==> src/rtl/scan_timing_pkg.sv <==
package scan_timing_pkg;

   typedef enum logic [1:0] {
      MODE_HBLANK = 2'd0,
      MODE_VBLANK = 2'd1,
      MODE_SEARCH = 2'd2,
      MODE_XFER   = 2'd3
   } scan_mode_t;

   localparam logic [1:0] ADDR_CTRL = 2'd0;
   localparam logic [1:0] ADDR_STAT = 2'd1;
   localparam logic [1:0] ADDR_LINE = 2'd2;
   localparam logic [1:0] ADDR_CMP  = 2'd3;

   // index into the interrupt enable vector
   localparam int SRC_HBLANK = 0;
   localparam int SRC_VBLANK = 1;
   localparam int SRC_SEARCH = 2;
   localparam int SRC_COINC  = 3;
   localparam int NUM_SRC    = 4;

endpackage

==> src/rtl/scan_counters.sv <==
module scan_counters #(
   parameter int DOTS_PER_LINE = 456,
   parameter int TOTAL_LINES   = 154,
   parameter int DOT_W         = $clog2(DOTS_PER_LINE),
   parameter int LINE_W        = $clog2(TOTAL_LINES)
) (
   input  logic              clk,
   input  logic              rst_n,
   input  logic              run,
   input  logic              dot_en,
   output logic [DOT_W-1:0]  dot,
   output logic [LINE_W-1:0] line
);

   localparam logic [DOT_W-1:0]  LAST_DOT  = DOT_W'(DOTS_PER_LINE - 1);
   localparam logic [LINE_W-1:0] LAST_LINE = LINE_W'(TOTAL_LINES - 1);

   always_ff @(posedge clk) begin
      if (!rst_n || !run) begin
         dot  <= '0;
         line <= '0;
      end else if (dot_en) begin
         if (dot == LAST_DOT) begin
            dot  <= '0;
            line <= (line == LAST_LINE) ? '0 : line + 1'b1;
         end else begin
            dot <= dot + 1'b1;
         end
      end
   end

endmodule

==> src/rtl/scan_mode_decode.sv <==
module scan_mode_decode
   import scan_timing_pkg::*;
#(
   parameter int VIS_LINES  = 144,
   parameter int OAM_DOTS   = 80,
   parameter int XFER_DOTS  = 172,
   parameter int DOT_W      = 9,
   parameter int LINE_W     = 8
) (
   input  logic              run,
   input  logic [DOT_W-1:0]  dot,
   input  logic [LINE_W-1:0] line,
   output scan_mode_t        mode
);

   localparam logic [DOT_W-1:0]  XFER_START  = DOT_W'(OAM_DOTS);
   localparam logic [DOT_W-1:0]  HBLK_START  = DOT_W'(OAM_DOTS + XFER_DOTS);
   localparam logic [LINE_W-1:0] VBLK_START  = LINE_W'(VIS_LINES);

   always_comb begin
      if (!run)                    mode = MODE_HBLANK;
      else if (line >= VBLK_START) mode = MODE_VBLANK;
      else if (dot < XFER_START)   mode = MODE_SEARCH;
      else if (dot < HBLK_START)   mode = MODE_XFER;
      else                         mode = MODE_HBLANK;
   end

endmodule

==> src/rtl/scan_irq_gen.sv <==
module scan_irq_gen
   import scan_timing_pkg::*;
(
   input  logic               clk,
   input  logic               rst_n,
   input  logic               run,
   input  scan_mode_t         mode,
   input  logic               coinc,
   input  logic [NUM_SRC-1:0] irq_en,
   output logic               irq_vblank,
   output logic               irq_stat,
   output logic               hblank_stb,
   output logic               vblank_stb
);

   scan_mode_t         mode_prev;
   logic               coinc_prev;
   logic               entered;
   logic [NUM_SRC-1:0] src;
   logic [NUM_SRC-1:0] hit;

   assign entered = run && (mode != mode_prev);

   always_comb begin
      src             = '0;
      src[SRC_HBLANK] = entered && (mode == MODE_HBLANK);
      src[SRC_VBLANK] = entered && (mode == MODE_VBLANK);
      src[SRC_SEARCH] = entered && (mode == MODE_SEARCH);
      src[SRC_COINC]  = run && coinc && !coinc_prev;
   end

   for (genvar i = 0; i < NUM_SRC; i++) begin : g_src
      assign hit[i] = src[i] & irq_en[i];
   end

   always_ff @(posedge clk) begin
      if (!rst_n) begin
         mode_prev  <= MODE_HBLANK;
         coinc_prev <= 1'b0;
         irq_vblank <= 1'b0;
         irq_stat   <= 1'b0;
         hblank_stb <= 1'b0;
         vblank_stb <= 1'b0;
      end else begin
         mode_prev  <= mode;
         coinc_prev <= coinc;
         irq_vblank <= src[SRC_VBLANK];
         irq_stat   <= |hit;
         hblank_stb <= src[SRC_HBLANK];
         vblank_stb <= src[SRC_VBLANK];
      end
   end

endmodule

==> src/rtl/scan_regs.sv <==
module scan_regs
   import scan_timing_pkg::*;
#(
   parameter int LINE_W = 8
) (
   input  logic               clk,
   input  logic               rst_n,
   input  logic               reg_we,
   input  logic [1:0]         reg_addr,
   input  logic [7:0]         reg_wdata,
   input  scan_mode_t         mode,
   input  logic [LINE_W-1:0]  line,
   output logic [7:0]         reg_rdata,
   output logic               run,
   output logic [NUM_SRC-1:0] irq_en,
   output logic               coinc
);

   logic [7:0] cmp_q;
   logic [7:0] line_ext;

   assign line_ext = 8'(line);
   assign coinc    = (line_ext == cmp_q);

   always_ff @(posedge clk) begin
      if (!rst_n) begin
         run    <= 1'b0;
         irq_en <= '0;
         cmp_q  <= '0;
      end else if (reg_we) begin
         case (reg_addr)
            ADDR_CTRL: run    <= reg_wdata[7];
            ADDR_STAT: irq_en <= reg_wdata[6:3];
            ADDR_CMP:  cmp_q  <= reg_wdata;
            default:   ;
         endcase
      end
   end

   always_comb begin
      case (reg_addr)
         ADDR_CTRL: reg_rdata = {run, 7'd0};
         ADDR_STAT: reg_rdata = {1'b0, irq_en, coinc, mode};
         ADDR_LINE: reg_rdata = line_ext;
         default:   reg_rdata = cmp_q;
      endcase
   end

endmodule

==> src/rtl/scan_timing_gen.sv <==
module scan_timing_gen
   import scan_timing_pkg::*;
#(
   parameter int DOTS_PER_LINE = 456,
   parameter int TOTAL_LINES   = 154,
   parameter int VIS_LINES     = 144,
   parameter int OAM_DOTS      = 80,
   parameter int XFER_DOTS     = 172
) (
   input  logic       clk,
   input  logic       rst_n,
   input  logic       dot_en,
   input  logic       reg_we,
   input  logic [1:0] reg_addr,
   input  logic [7:0] reg_wdata,
   output logic [7:0] reg_rdata,
   output logic [1:0] mode,
   output logic [7:0] ly,
   output logic       hblank_stb,
   output logic       vblank_stb,
   output logic       irq_vblank,
   output logic       irq_stat
);

   localparam int DOT_W  = $clog2(DOTS_PER_LINE);
   localparam int LINE_W = $clog2(TOTAL_LINES);

   if (OAM_DOTS + XFER_DOTS >= DOTS_PER_LINE) begin : g_bad_dots
      $error("search plus transfer must leave room for horizontal blank");
   end
   if (VIS_LINES >= TOTAL_LINES) begin : g_bad_lines
      $error("visible lines must leave room for vertical blank");
   end
   if (LINE_W > 8) begin : g_bad_width
      $error("line number must fit the 8-bit register");
   end

   logic [DOT_W-1:0]   dot;
   logic [LINE_W-1:0]  line;
   logic               run;
   logic               coinc;
   logic [NUM_SRC-1:0] irq_en;
   scan_mode_t         mode_e;

   scan_counters #(
      .DOTS_PER_LINE (DOTS_PER_LINE),
      .TOTAL_LINES   (TOTAL_LINES),
      .DOT_W         (DOT_W),
      .LINE_W        (LINE_W)
   ) counters_i (
      .clk    (clk),
      .rst_n  (rst_n),
      .run    (run),
      .dot_en (dot_en),
      .dot    (dot),
      .line   (line)
   );

   scan_mode_decode #(
      .VIS_LINES (VIS_LINES),
      .OAM_DOTS  (OAM_DOTS),
      .XFER_DOTS (XFER_DOTS),
      .DOT_W     (DOT_W),
      .LINE_W    (LINE_W)
   ) decode_i (
      .run  (run),
      .dot  (dot),
      .line (line),
      .mode (mode_e)
   );

   scan_regs #(
      .LINE_W (LINE_W)
   ) regs_i (
      .clk       (clk),
      .rst_n     (rst_n),
      .reg_we    (reg_we),
      .reg_addr  (reg_addr),
      .reg_wdata (reg_wdata),
      .mode      (mode_e),
      .line      (line),
      .reg_rdata (reg_rdata),
      .run       (run),
      .irq_en    (irq_en),
      .coinc     (coinc)
   );

   scan_irq_gen irq_i (
      .clk        (clk),
      .rst_n      (rst_n),
      .run        (run),
      .mode       (mode_e),
      .coinc      (coinc),
      .irq_en     (irq_en),
      .irq_vblank (irq_vblank),
      .irq_stat   (irq_stat),
      .hblank_stb (hblank_stb),
      .vblank_stb (vblank_stb)
   );

   assign mode = mode_e;
   assign ly   = 8'(line);

endmodule

==> config.mk <==
export PLATFORM = sky130hd
export DESIGN_NAME = scan_timing_gen
export DESIGN_NICKNAME = d
export VERILOG_FILES = /design/src/rtl/scan_timing_pkg.sv /design/src/rtl/scan_counters.sv /design/src/rtl/scan_mode_decode.sv /design/src/rtl/scan_irq_gen.sv /design/src/rtl/scan_regs.sv /design/src/rtl/scan_timing_gen.sv
export SDC_FILE = /design/constraint.sdc
export NUM_CORES = 1
export LEC_CHECK = 0
export BUFFER_PORTS_ARGS = -buffer_cell sky130_fd_sc_hd__buf_2
export CORE_MARGIN = 8
export CORE_UTILIZATION = 59
export CTS_BUF_LIST = sky130_fd_sc_hd__clkbuf_4 sky130_fd_sc_hd__clkbuf_8 sky130_fd_sc_hd__clkbuf_16
export CTS_CLUSTER_DIAMETER = 60
export DETAILED_ROUTE_END_ITERATION = 8
export MAX_ROUTING_LAYER = met4
export PLACE_DENSITY = 0.86
export SYNTH_ARGS = -nofsm -noshare
export SYNTH_HDL_FRONTEND = slang
export SYNTH_HIERARCHICAL = 1
export SYNTH_SLANG_ARGS = --single-unit
==> constraint.sdc <==
create_clock -name clk -period 3.6 [get_ports clk]
set_clock_uncertainty 0.15 [all_clocks]
set_input_delay 0.18 -clock clk [delete_from_list [all_inputs] [get_ports clk]]
set_output_delay 0.18 -clock clk [all_outputs]
set_load 0.005 [all_outputs]
## Word-level counts from Yosys, hierarchy flattened

Cells that the tools add are included.

- Input bits: 14
- Register bits: 36
- Memories kept: 0
- Output and inout port bits: 22
- Word-level logic and storage cells: 52
- Latch bits: 0
- Bits in read-only memories: 0
- Memory bits (writable): 0

- Magnitude comparators: 3
- Bitwise operators: 4
- Equality and inequality tests: 9
- Add/subtract/negate cells: 2
- Divide/modulo/power cells: 0
- Shift-type cells: 0
- Multipliers: 0
- Reductions and logical operators: 17
- Muxes and demuxes: 7

Operators by type and width:

| operator | count |
|---|---|
| 8-bit case mux with 3 select lines | 1 |
| 9-bit by 1-bit adder with 9-bit output (second input constant) | 1 |
| 9-bit equality test (second input constant) | 1 |
| 9-bit by 7-bit < comparator with 1-bit output (second input constant) | 1 |
| 9-bit by 8-bit < comparator with 1-bit output (second input constant) | 1 |
| 9-bit two-way mux | 1 |
| 8-bit by 1-bit adder with 8-bit output (second input constant) | 1 |
| 8-bit equality test | 1 |
| 8-bit equality test (second input constant) | 1 |
| 8-bit greater-or-equal comparator (second input constant) | 1 |
| 2-bit two-way mux | 4 |
| 8-bit two-way mux | 1 |
| 2-bit AND reduction | 4 |
| 2-bit equality test (second input constant) | 3 |
| 1-bit logical AND | 6 |
| 1-bit AND | 4 |
| 2-bit by 1-bit equality test with 1-bit output (second input constant) | 2 |
| 2-bit zero test | 2 |
| 4-bit OR reduction | 1 |
| 1-bit zero test | 3 |
| 2-bit inequality test | 1 |
| 1-bit logical OR | 1 |

## Longest topological paths before layout

Gate-level depths: netlist of run 1.

- Depth in word-level cells: 10
- Mapped depth: 7
- Depth with buffers taken out: 6

## Hierarchy

The synthesis of run 1 kept the hierarchy.

Modules (own cells, without submodules):

| module | times used | area an instance (µm²) | cells each | seq. area each (µm²) |
|---|---|---|---|---|
| scan_regs | 1 | 844.6 | 82 | 260.2 |
| scan_counters | 1 | 830.8 | 97 | 340.3 |
| scan_irq_gen | 1 | 249.0 | 24 | 120.1 |
| scan_mode_decode | 1 | 61.3 | 8 | 0.0 |

## Worst setup path before layout of run 1

No wires, ideal clock.

- Kind: reg-to-reg
- Start point: register counters_i.dot[4]
- End point: register irq_i.irq_stat
- Setup slack: 1.699 ns
- Stages on the path, launching flop included: 6
- Required time: 3.371 ns
- Buffers on the path: 0
- Clock period less this slack: 1.901 ns
- Data arrival time: 1.673 ns
- Library setup time: 0.079 ns
- Cells stage by stage: dfxtp_1 > nand4_1 > o221ai_1 > a21boi_0 > or4_4 > o221ai_2

- Cells in the longest elaborated chain, start to end: 10
- Elaborated cells between the ends (all ways): 18
- Classes of those cells: order compare (2); eq/ne (3); mux (4); bitwise (3); reduce/logical (6)

Ends and longest elaborated chain:

| item | line | text |
|---|---|---|
| from (decl) | scan_counters.sv:11 | `output logic [DOT_W-1:0] dot,` |
| from (signal assigned) | scan_counters.sv:27 | `dot <= dot + 1'b1;` |
| 9-bit by 8-bit < comparator with 1-bit output | scan_mode_decode.sv:24 | `else if (dot < HBLK_START) mode = MODE_XFER;` |
| 2-bit two-way mux | scan_mode_decode.sv:24 |  |
| 2-bit two-way mux * | scan_mode_decode.sv:23 | `else if (dot < XFER_START) mode = MODE_SEARCH;` |
| 2-bit two-way mux * | scan_mode_decode.sv:22 | `else if (line >= VBLK_START) mode = MODE_VBLANK;` |
| 2-bit two-way mux * | scan_mode_decode.sv:21 | `if (!run) mode = MODE_HBLANK;` |
| named net mode[0] | scan_timing_gen.sv:17 | `output logic [1:0] mode,` |
| 2-bit inequality test | scan_irq_gen.sv:22 | `assign entered = run && (mode != mode_prev);` |
| 1-bit logical AND | scan_irq_gen.sv:22 |  |
| 1-bit logical AND (on tied branches) | scan_irq_gen.sv:26, scan_irq_gen.sv:27, scan_irq_gen.sv:28 |  |
| 1-bit AND | scan_irq_gen.sv:33 | `assign hit[i] = src[i] & irq_en[i];` |
| 4-bit OR reduction * | scan_irq_gen.sv:48 | `irq_stat <= \|hit;` |
| to (signal assigned) | scan_irq_gen.sv:48 |  |
| to (decl) | scan_irq_gen.sv:11 | `output logic irq_stat,` |

The timed path passes the listed nets; every way through them passes the cells marked *.
A chain may end at the register's enable or synchronous reset.

## Worst setup path after layout of run 1

- Start point: register counters_i.dot[5]
- End point: output reg_rdata[0]

- Cells in the longest elaborated chain, start to end: 6
- Elaborated cells between the ends (all ways): 7
- Classes of those cells: order compare (2); mux (5)

Ends and longest elaborated chain:

| item | line | text |
|---|---|---|
| 9-bit by 8-bit < comparator with 1-bit output | scan_mode_decode.sv:24 |  |
| 2-bit two-way mux | scan_mode_decode.sv:24 |  |
| 2-bit two-way mux * | scan_mode_decode.sv:23 |  |
| 2-bit two-way mux * | scan_mode_decode.sv:22 |  |
| 2-bit two-way mux * | scan_mode_decode.sv:21 |  |
| 8-bit case mux with 3 select lines * | scan_regs.sv:41 | `case (reg_addr)` |
| to (decl) | scan_timing_gen.sv:16 | `output logic [7:0] reg_rdata,` |

Every way passes the cells marked *; elsewhere a longest branch is shown, timed or not.

==> results of run 1 <==
registers in the layout, summed over array words and instances (netlist names), 2 cells and up:
| register | count |
|---|---|
| regs_i/irq_en | 4 |
| irq_i/mode_prev | 2 |
| counters_i/dot | 9 |
| regs_i/cmp_q | 8 |
| counters_i/line | 8 |
cell type report:
cell class              instances  area (um2)  share of cell area, %
flip-flops and latches         36         721                   31.4
inverters                       6        22.5                  0.981
multi-input cells             160        1170                   51.2
well taps                      46        57.6                   2.51
clock buffers                   7        65.1                   2.83
repair buffers                 43         255                   11.1
synth_stat cells (all sizes together), types with 2 or more instances:
cell type	count
o221ai	2
nand2b	3
a21boi	6
or4	3
nand4	10
clkbuf	4
nand2	21
mux2	8
nor2b	9
mux2i	9
ha	3
buf	5
a21oi	8
dfxtp	36
a22o	7
nand3b	3
inv	6
nor2	14
and2	5
o21a	2
xor2	5
and3	5
o31ai	4
nand3	8
or3	2
o32ai	2
xnor2	11
per-stage QoR:
step | hold slack [ns] | utilization, %
finish | 0.0148 | 69.9
detailed placement | 0.289 | 65.5
floorplan | 0.172 | -
global route | 0.0433 | 69.9
CTS | 0.0140 | 69.9
global placement | 0.285 | 65.5
layer usage:
layer / GRT usage (%) / vias up / wire [um]
li1: - / 841 / -
met1: 20.9 / 826 / 2040
met2: 27.3 / 48 / 2090
met3: 4.72 / 7 / 258
met4: 7.32 / 0 / 65
met5: - / - / 0
kinds of logic (layout without fill, tap and decap cells):
| kind of cell | Yosys count | count (layout) | synth area share, % |
|---|---|---|---|
| and+or+nand+nor | 88 | 88 | 25.9 |
| xor gates and xnor gates | 16 | 16 | 7.06 |
| AOI/OAI and AO/OA | 36 | 36 | 13.9 |
| DFF | 36 | 36 | 36.3 |
| adders and majority gates | 3 | 3 | 1.89 |
| buffers and inverters | 15 | 56 | 4.54 |
| muxes | 17 | 17 | 10.4 |
where the power goes:
part           total (uW)  internal, uW  switching [uW]
sequential            410           405            5.31
combinational        65.5          33.1            32.4
clock                 237           111             126
critical path: stages, from the launching register on:
cell,delay [ns]
dfxtp_1,0.45
o21a_1,0.16
o221ai_1,0.10
a21boi_0,0.66
a22o_1,0.26
buf_2,0.12
path summary, 6_finish.rpt:
kind | endpoint | slack, ns
worst min register to register | regs_i/irq_en[3]$_SDFFE_PN0P_ | 0.33
worst min-delay path | counters_i/dot[1]$_SDFFE_PP0P_ | 0.01
worst max register to register | irq_i/irq_stat$_SDFF_PN0_ | 1.47
worst max-delay path | reg_rdata[0] | 1.19
==> impl_metrics.toml, run 1 <==
[drt]
ant_nets = 0
routed_via_density = 5.78
dr_total_vias = 1722
drcViolationCount = 0
routed_wl_um = 4450
drt_first_pass_iters = 4
drtIter0Drc = 123
avgRoutedWirePerCell_um = 14.9

[clock_network]
cts_tree = "done"
clk_latency_ns = 0.34
cts.path.max_buffers = 2
cts.clk_slew.worst_paths_ns = 0.09
cts-root-buf = "clkbuf_4"
postCtsSetupBuffers = 0
htree_levels = 2
clock-sinks = 36
numCtsBuffers = 5
cts_hold_buf = 8
cts_resized = 0

[place]
gp_congestion = 0.859
postPlaceCellArea_um2 = 2150
dpl_worst_slack_ns = 1.51
port_buffers = 35
place_inst = 283
dpl.hpwl_um = 3210

[critical_path]
critPathLaunch = "counters_i/dot[5]$_SDFFE_PP0P_"
regToRegStartpoint = "counters_i/dot[3]$_SDFFE_PP0P_"
rr_worst_depth = 5
critPathLaunchType = "flip-flop"
worstSetupPathType = "reg -> out"
crit_required_ns = 3.27
cp_data_arrival_time_ns = 2.08
end_kind = "output port"
cp_max_fo = 7

[final_layout]
diodes = 0
fin_nets = 269
final_common_cell = "dfxtp_1"
final_cell_area_um2 = 2300
instances_no_fill = 298
nFillCells = 266
mostFrequentLayoutCells = "dfxtp_1, buf_2, nand2_1"
areaGrowthSynthToFinish_pct = 15.6
drive_above_1_share_pct = 25.0

[floorplan]
die_y_um = 74.0
die_w_um = 74.0
design.core.area_um2 = 3280
die-area_um2 = 5480
io_pins = 36
row_count = 21
initial_core_util_pct = 60.5

[synthesis]
synthesis.area_um2 = 1990
synthArstFlopShare_pct = 0
ys_top_cells_by_area = "dfxtp_1, mux2_4, xnor2_1"
avgSynthCellArea_um2 = 9.41
synth_cells = 211
ys.flop_type = "dfxtp_1"
ys_ff_latch = 36
synth_top_area_cell = "dfxtp_1"
yosysTopAreaCellShare_pct = 36.3
synth-edff-count = 0
syn-num-nets = 228
synth-seq-area-share_pct = 36.3
yosys_warnings = 6
yosysUniqueCellTypes = 50

[timing]
hold_viol = 0
setup_violations = 0
tightest_slew_ns = 0.801
fin_crit_ns = 2.41
layout_setup_ws_ns = 1.19
rsz0062_at_grt = "false"
fin_tns_setup_ns = 0
slew_viol_final = 0
relSlewSlack_pct = 46.1
fin_crit_sh_pct = 67.1
fmax_mhz = 414

[power]
power.density_nw_per_um2 = 310
leakagePower_uw = 0.000925
peakVddDrop_v = 0.000213
power_uw = 712

[worst_hold_path]
min-delay-start = "dot_en"
min_path_type = "in -> reg"
whs_path_depth = 3

[flow_run]
maxCapViolCount = 0

[global_routing]
overflow = 0
grt_pass1_wl_um = 7270
antenna_found_initial = 0
grt_pass1_vias = 1603
grt_util_all_layers_pct = 17.6
grt_max_degree = 21

[status]
outcome = "completed"
No activity file was read; power rests on OpenSTA's default activity.
==> inputs of run 2 (changes only) <==
--- a/config.mk
+++ b/config.mk
@@ -7,12 +7,12 @@
 export LEC_CHECK = 0
 export BUFFER_PORTS_ARGS = -buffer_cell sky130_fd_sc_hd__buf_2
 export CORE_MARGIN = 8
-export CORE_UTILIZATION = 59
+export CORE_UTILIZATION = 55
 export CTS_BUF_LIST = sky130_fd_sc_hd__clkbuf_4 sky130_fd_sc_hd__clkbuf_8 sky130_fd_sc_hd__clkbuf_16
 export CTS_CLUSTER_DIAMETER = 60
 export DETAILED_ROUTE_END_ITERATION = 8
 export MAX_ROUTING_LAYER = met4
-export PLACE_DENSITY = 0.86
+export PLACE_DENSITY = 0.81
 export SYNTH_ARGS = -nofsm -noshare
 export SYNTH_HDL_FRONTEND = slang
 export SYNTH_HIERARCHICAL = 1
==> constraint.sdc (replaced) <==
create_clock -name clk -period 2.48 [get_ports clk]
set_clock_uncertainty 0.15 [all_clocks]
set_input_delay 0.124 -clock clk [delete_from_list [all_inputs] [get_ports clk]]
set_output_delay 0.124 -clock clk [all_outputs]
set_load 0.005 [all_outputs]
==> impl_metrics.toml, run 2 (synthesis results as in run 1) <==
[final_layout]
final_common_cell = "dfxtp_1"
largest_register_ffs = 9
top_register = "counters_i/dot"
diodes = 0
reg_top3 = "counters_i/dot x9, counters_i/line x8, regs_i/cmp_q x8"
drive_above_1_share_pct = 25.3
areaGrowthSynthToFinish_pct = 19.6
fin_nets = 277
mostFrequentLayoutCells = "dfxtp_1, buf_2, nand2_1"

[timing]
hold_ws_ns = 0.0952
relSlewSlack_pct = 75.0
fin_crit_ns = 2.14
layout_setup_ws_ns = 0.339
setup_violations = 0
fin_tns_setup_ns = 0
fin_crit_sh_pct = 86.3
slew_viol_final = 0
hold_viol = 0
fmax_mhz = 467
rsz0062_at_grt = "false"
tightest_slew_ns = 0.376

[floorplan]
initial_core_util_pct = 55.5
io_pins = 36
row_count = 22
die_w_um = 76.1
design.core.area_um2 = 3580
die_y_um = 76.1
die-area_um2 = 5790

[critical_path]
r2r-end = "counters_i/line[5]$_SDFFE_PP0P_"
end_kind = "output port"
cp_data_arrival_time_ns = 1.87
critPathLaunchType = "flip-flop"
cp_max_fo = 7
crit_required_ns = 2.21
r2r_slack_ns = 0.47
regToRegStartpoint = "counters_i/dot[0]$_SDFFE_PP0P_"
rr_worst_depth = 5
worstSetupPathType = "reg -> out"

[power]
power.density_nw_per_um2 = 439
total_switching_power_uw = 242
p_int_uw = 801
power_uw = 1040
clkPwrFrac_pct = 33.4
combPwrFrac_pct = 9.6
peakVddDrop_v = 0.000324
leakagePower_uw = 0.000951
p_seq_share_pct = 57.0
switching_share_pct = 23.2

[clock_network]
clk_latency_ns = 0.35
cts_tree = "done"
htree_levels = 2
cts.clk_slew.worst_paths_ns = 0.11
cts_resized = 0
cts-root-buf = "clkbuf_4"
cts.path.max_buffers = 2
numCtsBuffers = 5
clock-sinks = 36

[place]
dpl_worst_slack_ns = 0.503
gp_congestion = 0.869
port_buffers = 35
dpl.hpwl_um = 3160

[drt]
dr_total_vias = 1718
routed_via_density = 5.56
routed_wl_um = 4630
drtIter0Drc = 133
drcViolationCount = 0
wl_met2_um = 2060
route.met3.wl_um = 323
top_layer_used = "met4"
met1Wirelength_um = 2140
drt_first_pass_iters = 4
avgRoutedWirePerCell_um = 15.0
ant_nets = 0

[global_routing]
grt_pass1_vias = 1662
overflow = 0
antenna_found_initial = 0
grt_pass1_wl_um = 7830
grt_max_degree = 21
grt_util_all_layers_pct = 16.8

[worst_hold_path]
holdPathEnd = "regs_i/run$_SDFFE_PN0P_"
min-delay-start = "reg_we"
whs_path_depth = 3
min_path_type = "in -> reg"

[status]
outcome = "completed"

[flow_run]
maxCapViolCount = 0
## run 2: cell count changes in the layout (fill, tap and decap cells not counted)
| cell | before | now |
|---|---|---|
| clkbuf_4 | 5 | 7 |
| clkbuf_8 | 2 | 1 |
| dlygate4sd3_1 | 8 | 14 |
| buf_4 | 0 | 2 |
## run 2: worst max path at each step
| stage | startpoint | to | slack [ns] | cells past startpoint |
|---|---|---|---|---|
| 3_3_place_gp | counters_i/dot[0]$_SDFFE_PP0P_ | counters_i/line[5]$_SDFFE_PP0P_ | 0.59 | 5 |
| 3_5_place_dp | counters_i/dot[0]$_SDFFE_PP0P_ | counters_i/line[5]$_SDFFE_PP0P_ | 0.50 | 5 |
| 4_1_cts | counters_i/dot[4]$_SDFFE_PP0P_ | reg_rdata[0] | 0.33 | 6 |
| 6_report | counters_i/dot[4]$_SDFFE_PP0P_ | reg_rdata[0] | 0.34 | 6 |
| 5_1_grt | counters_i/dot[6]$_SDFFE_PP0P_ | reg_rdata[0] | 0.21 | 6 |
| 2_1_floorplan | counters_i/dot[4]$_SDFFE_PP0P_ | irq_i/irq_stat$_SDFF_PN0_ | 0.58 | 5 |
## run 2: power groups by stage
stage                     combinational [uW]  sequential, uW  clock [uW]
after floorplan                         60.8             606           0
after global placement                  82.6             608           0
after detailed placement                83.4             608           0
after CTS                               97.9             595         356
after global routing                     108             597         389
final                                   99.8             595         349
## run 2: critical path, cell delays in order, from the launching register on
cell and delay (ns):
dfxtp_1 0.47, nand4_1 0.17, o221ai_1 0.20, a21boi_0 0.15, buf_4 0.19, a22o_1 0.21, buf_2 0.13
## run 2: final cells by class
type	count	area [um2]
fillers	298	1200
flip-flops and latches	36	721
well taps	48	60.1
inverters	6	22.5
clock buffers	8	66.3
repair buffers	51	330
multi-input cells	160	1170
## run 2: stage by stage
stage / util [%] / cell area (um2) / cells
global placement: 60.6 / 2170 / 287
finish: 66.4 / 2370 / 309
CTS: 66.4 / 2370 / 309
global route: 66.4 / 2370 / 309
detailed placement: 60.6 / 2170 / 287
floorplan: - / 1990 / 211
## run 2: per-layer routing
metal | global-route usage, % | up-vias
li1 | - | 858
met1 | 20.0 | 783
met2 | 24.3 | 66
met3 | 7.08 | 11
met4 | 6.92 | 0
met5 | - | -
## run 2: timing repair
action | CTS | global route
hold endpoints to repair | 16 | 0
hold buffers | 14 | 0
endpoints found under the setup margin | 0 | 0
setup buffers | 0 | 0
==> inputs of run 3 (changes only) <==
--- a/config.mk
+++ b/config.mk
@@ -6,8 +6,10 @@
 export NUM_CORES = 1
 export LEC_CHECK = 0
 export BUFFER_PORTS_ARGS = -buffer_cell sky130_fd_sc_hd__buf_2
+export CELL_PAD_IN_SITES_DETAIL_PLACEMENT = 1
+export CELL_PAD_IN_SITES_GLOBAL_PLACEMENT = 2
 export CORE_MARGIN = 8
-export CORE_UTILIZATION = 55
+export CORE_UTILIZATION = 34
 export CTS_BUF_LIST = sky130_fd_sc_hd__clkbuf_4 sky130_fd_sc_hd__clkbuf_8 sky130_fd_sc_hd__clkbuf_16
 export CTS_CLUSTER_DIAMETER = 60
 export DETAILED_ROUTE_END_ITERATION = 8
==> impl_metrics.toml, run 3 (synthesis results as in run 1) <==
[place]
dpl.hpwl_um = 3960
port_buffers = 35
postPlaceCellArea_um2 = 2210
gp_congestion = 0.808

[clock_network]
cts_tree = "done"
postCtsSetupBuffers = 0
clock-sinks = 36
cts.clk_slew.worst_paths_ns = 0.07
cts.path.max_buffers = 2
htree_levels = 2
numCtsBuffers = 5
cts_resized = 0
cts-root-buf = "clkbuf_8"
clk_latency_ns = 0.29

[final_layout]
reg_top3 = "counters_i/dot x9, counters_i/line x8, regs_i/cmp_q x8"
final_cell_area_um2 = 2390
nFillCells = 706
utilization_pct = 41.3
areaGrowthSynthToFinish_pct = 20.2
drive_above_1_share_pct = 26.2
final_common_cell = "dfxtp_1"
largest_register_ffs = 9
mostFrequentLayoutCells = "dfxtp_1, buf_2, nand2_1"
top_register = "counters_i/dot"
diodes = 0
fin_nets = 272

[timing]
tightest_slew_ns = 0.393
fin_crit_sh_pct = 82.7
slew_viol_final = 0
rsz0062_at_grt = "false"
fmax_mhz = 487
setup_violations = 0
fin_tns_setup_ns = 0
hold_viol = 0
relSlewSlack_pct = 73.7
fin_crit_ns = 2.05

[global_routing]
grt_util_all_layers_pct = 13.1
antenna_found_initial = 0
overflow = 0
grt_pass1_vias = 1713
grt_max_degree = 21
grt_pass1_wl_um = 8710

[critical_path]
cp_slowest_cell = "dfxtp_1"
cp_data_arrival_time_ns = 1.78
critPathLaunchType = "flip-flop"
path_cells = "nand4_1 > o221ai_1 > a21boi_0 > buf_4 > a22o_1 > buf_2"
cpLargestDelayFamily = "compound AO/OA/AOI/OAI gates"
cpPeakStageDelay_ns = 0.46
end_kind = "output port"
crit_required_ns = 2.21
path_buf_inv = 2
cp_max_fo = 7
worstSetupPathType = "reg -> out"

[drt]
routed_via_density = 5.11
avgRoutedWirePerCell_um = 16.0
routed_wl_um = 5310
dr_total_vias = 1692
ant_nets = 0
drcViolationCount = 0
drtIter0Drc = 76
drt_first_pass_iters = 4

[flow_run]
maxCapViolCount = 0

[floorplan]
io_pins = 36
design.core.area_um2 = 5780
die_y_um = 92.4
row_count = 28
initial_core_util_pct = 34.4
die-area_um2 = 8540
die_w_um = 92.4

[power]
leakagePower_uw = 0.000955
power.density_nw_per_um2 = 481
peakVddDrop_v = 0.000163

[status]
outcome = "completed"

[worst_hold_path]
min_path_type = "in -> reg"
[run 3: where the power goes]
group | internal [uW] | switching, uW | leakage [uW]
Combinational | 48.1 | 49.2 | 0.000611
Clock | 248 | 206 | 0.0000523
Sequential | 588 | 7.85 | 0.000291
[run 3: metal layers]
| layer | up-vias | global-route usage, % | wire (um) |
|---|---|---|---|
| li1 | 837 | - | - |
| met1 | 815 | 16.4 | 2650 |
| met2 | 31 | 19.8 | 2380 |
| met3 | 9 | 3.56 | 195 |
| met4 | 0 | 4.43 | 78 |
| met5 | - | - | 0 |
[run 3: area by class of cell]
class,count,area (um2),area share [%]
clock buffers,8,97.6,4.09
inverters,6,22.5,0.943
multi-input cells,160,1170,49.2
flip-flops and latches,36,721,30.2
well taps,75,93.8,3.93
repair buffers,46,278,11.6
[run 3: per-stage QoR]
step / setup slack [ns] / std cells / total power (uW) / hold slack (ns)
final: 0.428 / 331 / 1150 / 0.0230
after floorplan: 0.579 / 211 / 667 / 0.116
after CTS: 0.401 / 331 / 1170 / 0.0222
after detailed placement: 0.546 / 315 / 696 / 0.245
after global placement: 0.604 / 315 / 695 / 0.226
after global routing: 0.288 / 331 / 1200 / 0.0466
[run 3: path summary, 6_finish.rpt]
path	startpoint	endpoint	slack, ns	depth (start not counted)
setup / recovery	counters_i/dot[4]$_SDFFE_PP0P_	reg_rdata[0]	0.43	6
hold / removal	dot_en	counters_i/dot[1]$_SDFFE_PP0P_	0.02	3
setup reg to reg	counters_i/dot[0]$_SDFFE_PP0P_	counters_i/line[4]$_SDFFE_PP0P_	0.51	6
hold reg to reg	regs_i/irq_en[0]$_SDFFE_PN0P_	regs_i/irq_en[0]$_SDFFE_PN0P_	0.34	2
[run 3: tightest hold or removal path: cells and delay by family]
kind                   cells  cell delay (ns)
buffers and inverters      1             0.14
muxes                      1             0.09
and+or+nand+nor            1             0.08
[run 3: repair_timing]
item,CTS,global route
hold buffers,8,0
endpoints found under the setup margin,0,0
endpoints found under the hold margin,12,0
